File: src/rtl/memctl_mode_gate.sv
module memctl_mode_gate #(
  parameter int ADDR_W     = 32,
  parameter int DATA_W     = 32,
  parameter int NUM_CS     = 8,
  parameter int WIN_BITS   = 4,
  parameter int MIRROR_SRC = 1,
  parameter int MIRROR_A   = 0,
  parameter int MIRROR_B   = 4
) (
  input  logic              clk,
  input  logic              rst_n,
  input  logic              reg_wen,
  input  logic [DATA_W-1:0] reg_wdata,
  output logic [DATA_W-1:0] reg_rdata,
  input  logic              req_valid,
  input  logic [ADDR_W-1:0] req_addr,
  output logic              rsp_accept,
  output logic              rsp_error,
  output logic [NUM_CS-1:0] rsp_cs,
  output logic              refresh_en,
  output logic              idle
);
  localparam int WIN_LSB = ADDR_W - WIN_BITS;
  localparam int MODE_W  = 3;

  logic [MODE_W-1:0] mode_q;
  wire mode_en  = mode_q[0];
  wire mode_mir = mode_q[1];
  wire mode_lpm = mode_q[2];

  wire [WIN_BITS-1:0] win = req_addr[ADDR_W-1:WIN_LSB];
  wire win_ok     = int'(win) < NUM_CS;
  wire mirror_hit = mode_mir && (int'(win) == MIRROR_A || int'(win) == MIRROR_B);
  wire gate_open  = mode_en & ~mode_lpm;
  wire take       = req_valid & gate_open & win_ok;

  logic [NUM_CS-1:0] cs_dec;
  always_comb begin
    cs_dec = '0;
    if (mirror_hit) cs_dec[MIRROR_SRC] = 1'b1;
    else
      for (int i = 0; i < NUM_CS; i++)
        if (int'(win) == i) cs_dec[i] = 1'b1;
  end

  always_ff @(posedge clk or negedge rst_n) begin
    if (!rst_n) begin
      mode_q     <= 3'b011;
      rsp_accept <= 1'b0;
      rsp_error  <= 1'b0;
      rsp_cs     <= '0;
    end else begin
      rsp_accept <= take;
      rsp_error  <= req_valid & ~(gate_open & win_ok);
      rsp_cs     <= take ? cs_dec : '0;
      if (reg_wen) mode_q <= reg_wdata[MODE_W-1:0];
    end
  end

  assign reg_rdata  = {{(DATA_W-MODE_W){1'b0}}, mode_q};
  assign refresh_en = mode_en;
  assign idle       = ~req_valid & ~rsp_accept & ~rsp_error;

  wire unused_bits = ^{reg_wdata[DATA_W-1:MODE_W], req_addr[WIN_LSB-1:0]};


  rsp_exclusive_chk: assert property (@(posedge clk) disable iff (!rst_n)
    !(rsp_accept && rsp_error));

  rsp_follows_req_chk: assert property (@(posedge clk) disable iff (!rst_n)
    req_valid |=> (rsp_accept || rsp_error));

  no_spurious_rsp_chk: assert property (@(posedge clk) disable iff (!rst_n)
    !req_valid |=> !(rsp_accept || rsp_error));

  cs_onehot_chk: assert property (@(posedge clk) disable iff (!rst_n)
    rsp_accept |-> $countones(rsp_cs) == 1);

  err_no_cs_chk: assert property (@(posedge clk) disable iff (!rst_n)
    !rsp_accept |-> rsp_cs == '0);

  gated_err_chk: assert property (@(posedge clk) disable iff (!rst_n)
    (req_valid && (!mode_en || mode_lpm)) |=> rsp_error);

  mirror_route_chk: assert property (@(posedge clk) disable iff (!rst_n)
    (req_valid && gate_open && mirror_hit) |=> rsp_cs[MIRROR_SRC]);

  refresh_follow_chk: assert property (@(posedge clk) disable iff (!rst_n)
    reg_wen |=> refresh_en == $past(reg_wdata[0]));
endmodule

File: config.mk
export PLATFORM = sky130hd
export DESIGN_NAME = memctl_mode_gate
export DESIGN_NICKNAME = d
export VERILOG_FILES = /design/src/rtl/memctl_mode_gate.sv
export SDC_FILE = /design/constraint.sdc
export NUM_CORES = 1
export LEC_CHECK = 0
export BUFFER_PORTS_ARGS = -buffer_cell sky130_fd_sc_hd__buf_2
export CAP_MARGIN = 20
export CORE_UTILIZATION = 26
export DETAILED_ROUTE_END_ITERATION = 7
export PLACE_DENSITY = 0.78
export SYNTH_ARGS = -nofsm -noshare
export SYNTH_HDL_FRONTEND = slang
export SYNTH_SLANG_ARGS = --single-unit
File: constraint.sdc
create_clock -name clk -period 1.1 [get_ports clk]
set_input_delay 0.22 -clock clk [delete_from_list [all_inputs] [get_ports clk]]
set_output_delay 0.22 -clock clk [all_outputs]
set_load 0.1 [all_outputs]
# [Word-level counts from Yosys, hierarchy flattened]
# Index checks and enable logic that the tools add are counted.
[word_totals] reg_bits=13 latch_bits=0 ramBits=0 rom_bits=0 inputBits=68 out_inout_bits=44 word_cells=39 memories=0
[op_classes] n_addsub=0 mul=0 n_div=0 order_cmp=1 n_eq_ne=7 n_shift=0 muxes=12 bitwise_logic=12 reduce_logical=3
[op_table] cell="$eq A4 B4 Y1 const B" n=4
[op_table] cell="$mux W1" n=10
[op_table] cell="$eq A4 B3 Y1 const B" n=2
[op_table] cell="$mux W8" n=1
[op_table] cell="$and A1 B1 Y1" n=7
[op_table] cell="$mux W6" n=1
[op_table] cell="$not A1 Y1" n=5
[op_table] cell="$eq A4 B2 Y1 const B" n=1
[op_table] cell="$logic_not A4 Y1" n=1
[op_table] cell="$lt A4 B4 Y1 const B" n=1
[op_table] cell="$logic_and A1 B1 Y1" n=1
[op_table] cell="$logic_or A1 B1 Y1" n=1

# [Logic depth before layout (Yosys ltp)]
[depth] ltp_word=5 ltp_mapped=3 ltp_nobuf=2

# [Least setup slack after synthesis]
# OpenSTA, ideal clock, no wires.
[synth_path] path_type="flip-flop to output port" start="reg rsp_accept" end="out idle" arrival_ns=2.944 required_ns=0.880 setup_slack_ns=-2.064 path_stages_with_launch=2 path_buffers=0 cell_sequence="dfrtp_1 -> nor3_1"
[synth_between] elab_chain_cells=3
[synth_rtl] element="from (decl)" line="17" source="output logic rsp_accept,"
[synth_rtl] element="from (signal assigned)" line="53" source="rsp_accept <= take;"
[synth_rtl] element="$not A1 Y1" line="62" source="assign idle = ~req_valid & ~rsp_accept & ~rsp_error;"
[synth_rtl] element="$and A1 B1 Y1 (2 in a row)" line="62"
[synth_rtl] element="to (decl)" line="21" source="output logic idle"
# Every way passes these cells.

# [Worst setup path after layout]
[layout_path] start="reg mode_q[0]" end="out refresh_en"
[layout_lines] element="from (decl)" line="26" source="logic [MODE_W-1:0] mode_q;"
[layout_lines] element="from (signal assigned)" line="56" source="if (reg_wen) mode_q <= reg_wdata[MODE_W-1:0];"
[layout_lines] element="to (decl)" line="20" source="output logic refresh_en,"
# No word-level cell between the ends.

==> flow_metrics.py <==
metrics = {
    "clock_network": {
        "clkTransAtPathRegs_ns": 0.07,
        "numCtsBuffers": 3,
        "clockBufferDepth": 2,
        "cts_tree": "yes",
        "h-tree-depth": 1,
        "clock_sinks": 13,
        "clock_latency_ns": 0.28,
        "cts-root-buf": "clkbuf_4",
    },
    "logic_synthesis": {
        "ys_warn_count": 0,
        "yosys.cell_count.top_type": "buf_4",
        "yosys.area.top_type": "dfrtp_1",
        "ys_seq_area_frac": 0.4345,
        "synth-edff-count": 0,
        "synth_cells": 68,
        "ys_ff_latch": 13,
        "yosys_most_used_dff": "dfrtp_1",
        "async_flop_share": 1.000,
        "synth.distinct_cells": 18,
        "avgSynthCellArea_um2": 11.10,
        "synthTopCellsByArea": "dfrtp_1 (36%), buf_4 (30%), dfstp_2 (7.0%), nor4_4 (5.6%), mux2_2 (3.0%)",
        "synth_top_cell_area_share": 0.3648,
        "syn-cell-area_um2": 754.5,
        "synthTopCellsByCount": "buf_4 (30), dfrtp_1 (11), nor3_1 (4), nand2b_1 (3)",
    },
    "detailed_routing": {
        "drt_wl_total_mm": 1.355,
        "first_pass_iters": 4,
        "vias_per_cell": 3.794,
        "top_layer": "met4",
        "drt-met1-wl_um": 465,
        "wl_per_cell_um": 9.963,
        "met2WireLength_um": 633,
        "drc": 0,
        "drt_iter0_markers": 3,
        "via_count": 516,
        "dr_wl_met3_um": 180,
        "drtAntennaViolNets": 0,
    },
    "placement": {
        "gp_congestion": 0.7923,
        "place_inst": 126,
        "io_buffers": 25,
        "placed_cell_area_mm2": 0.001102,
        "hpwlAfterDp_um": 986.8,
    },
    "timing": {
        "fin_tns_setup_ns": -2.710,
        "setup_ws_ns": -0.3061,
        "rsz0062_at_grt": "true",
        "period_share": 1.278,
        "period_minus_slack_ns": 1.406,
        "setup_viol": 17,
        "fmax_ghz": 0.7112,
        "maxSlewViolCount": 0,
        "hold_viol": 0,
        "fin_skew_ns": 0.005275,
    },
    "hold_path": {
        "hold_start": "reg_wdata[0]",
        "hold_class": "in -> reg",
    },
    "die": {
        "chipHeight_um": 55.87,
        "initial_core_util": 0.2736,
        "ioPinCount": 112,
        "rows": 19,
        "coreArea_mm2": 0.002758,
        "die_w_um": 55.87,
        "dieArea_mm2": 0.003121,
    },
    "setup_path": {
        "cpPeakStageDelay_ns": 0.63,
        "start_kind": "flip-flop",
        "cp_cell_sequence": "buf_6 > buf_12",
        "cpMaxStageDelayCell": "dfstp_4",
        "timing.rr.start": "mode_q[0]",
        "worstPathRequired_ns": 0.88,
        "cp_max_fo": 3,
        "startpoint": "mode_q[0]",
        "critPathArrivalTime_ns": 1.19,
        "end_kind": "output port",
        "crit_type": "reg -> out",
    },
    "cells_and_area": {
        "final_cells": 136,
        "final_area_mm2": 0.001256,
        "syn_to_final_growth_pct": 66.50,
        "drive_above_1_share": 0.6381,
        "diodes": 0,
        "fin_nets": 174,
    },
    "power_and_ir_drop": {
        "leakage_nw": 0.5828,
        "finalPower_mw": 1.684,
        "ir_worst_vdd_mv": 0.7557,
        "powerDensity_mw_per_mm2": 1340,
    },
    "flow_run": {
        "cap_violations": 0,
    },
    "grt": {
        "gr-total-overflow": 0,
        "grt_pass1_vias": 466,
        "antenna_found_initial": 0,
        "grt_max_degree": 14,
        "grt_pass1_wl_mm": 2.159,
        "track_usage": 0.09547,
    },
    "run_status": {
        "violations": "setup timing",
        "outcome": "complete, but fails checks",
    },
}
[flip-flops by register name (all words and copies together), names as in the netlist]
name        flops
rsp_error       1
rsp_accept      1
mode_q          3
rsp_cs          8
[power breakdown]
group	switching [mW]	total (mW)	internal, mW
sequential	0.0165	0.524	0.508
combinational	0.696	0.873	0.177
clock	0.146	0.287	0.141
total	0.858	1.68	0.826
[layout make-up]
class | count | area [µm²]
timing repair buffer | 36 | 465.4
tap | 31 | 38.79
multi-input combinational | 49 | 360.3
sequential | 13 | 354.1
inverter | 3 | 11.26
fill | 264 | 1501
clock buffer | 4 | 26.28
[metrics by stage]
step / hold WS (ns) / setup slack [ns] / utilization
after global routing: 0.1489 / -0.3490 / 0.4555
after floorplan: -0.07559 / -0.5810 / -
after global placement: 0.1094 / -0.09648 / 0.3997
final: 0.1651 / -0.3061 / 0.4555
after CTS: 0.1567 / -0.3146 / 0.4319
after detailed placement: 0.1138 / -0.09452 / 0.3997
[what timing repair did]
item | in CTS | in global routing
gates cloned | 1 | 0
hold buffers | 1 | 0
endpoints found under the hold margin | 11 | 0
buffers inserted | 3 | 1
setup endpoints to repair | 18 | 26
gates resized for setup | 6 | 10
pin swaps | 2 | 1
[final timing paths]
path / to / slack (ns) / cells past startpoint
max: refresh_en / -0.31 / 2
min: mode_q[0] / 0.17 / 3
max reg2reg: rsp_cs[4] / -0.21 / 4
min reg2reg: mode_q[0] / 0.74 / 3
max in group asynchronous: mode_q[0] / 0.47 / 2
min in group asynchronous: rsp_accept / 0.36 / 2
[placed cells by master, fill, tap and decap left out]
cell	count
clkbuf_1	1
mux2_4	1
o31a_1	1
buf_8	1
dfrtp_4	2
nand4bb_4	1
dfrtp_2	9
nor3_2	1
conb_1	29
buf_6	6
buf_12	15
clkbuf_4	3
nor3_4	5
or3_4	1
mux2_2	1
a211oi_2	1
buf_2	10
nand2b_1	3
dfstp_4	2
dlygate4sd3_1	1
nand2_1	2
buf_4	3
inv_2	3
o21ai_0	1
nor4_4	2
[critical path: cells and delay by family (launching register included)]
family | cells | cell delay [ns]
flops | 1 | 0.63
buf+inv | 2 | 0.27
[cells by family after synthesis]
group | after synthesis | share of synthesized area
compound gates | 3 | 0.03482
buf+inv | 34 | 0.3284
flops | 13 | 0.4345
mux | 2 | 0.02985
other cells | 1 | 0.004970
simple gates | 15 | 0.1675
[per-layer routing]
| layer | vias to the layer above | global-route usage |
|---|---|---|
| met5 | - | 0 |
| met4 | 0 | 0.08362 |
| met3 | 6 | 0.04884 |
| met2 | 40 | 0.1411 |
| met1 | 232 | 0.09882 |
| li1 | 238 | - |
Power figures use the tool's default switching activity.
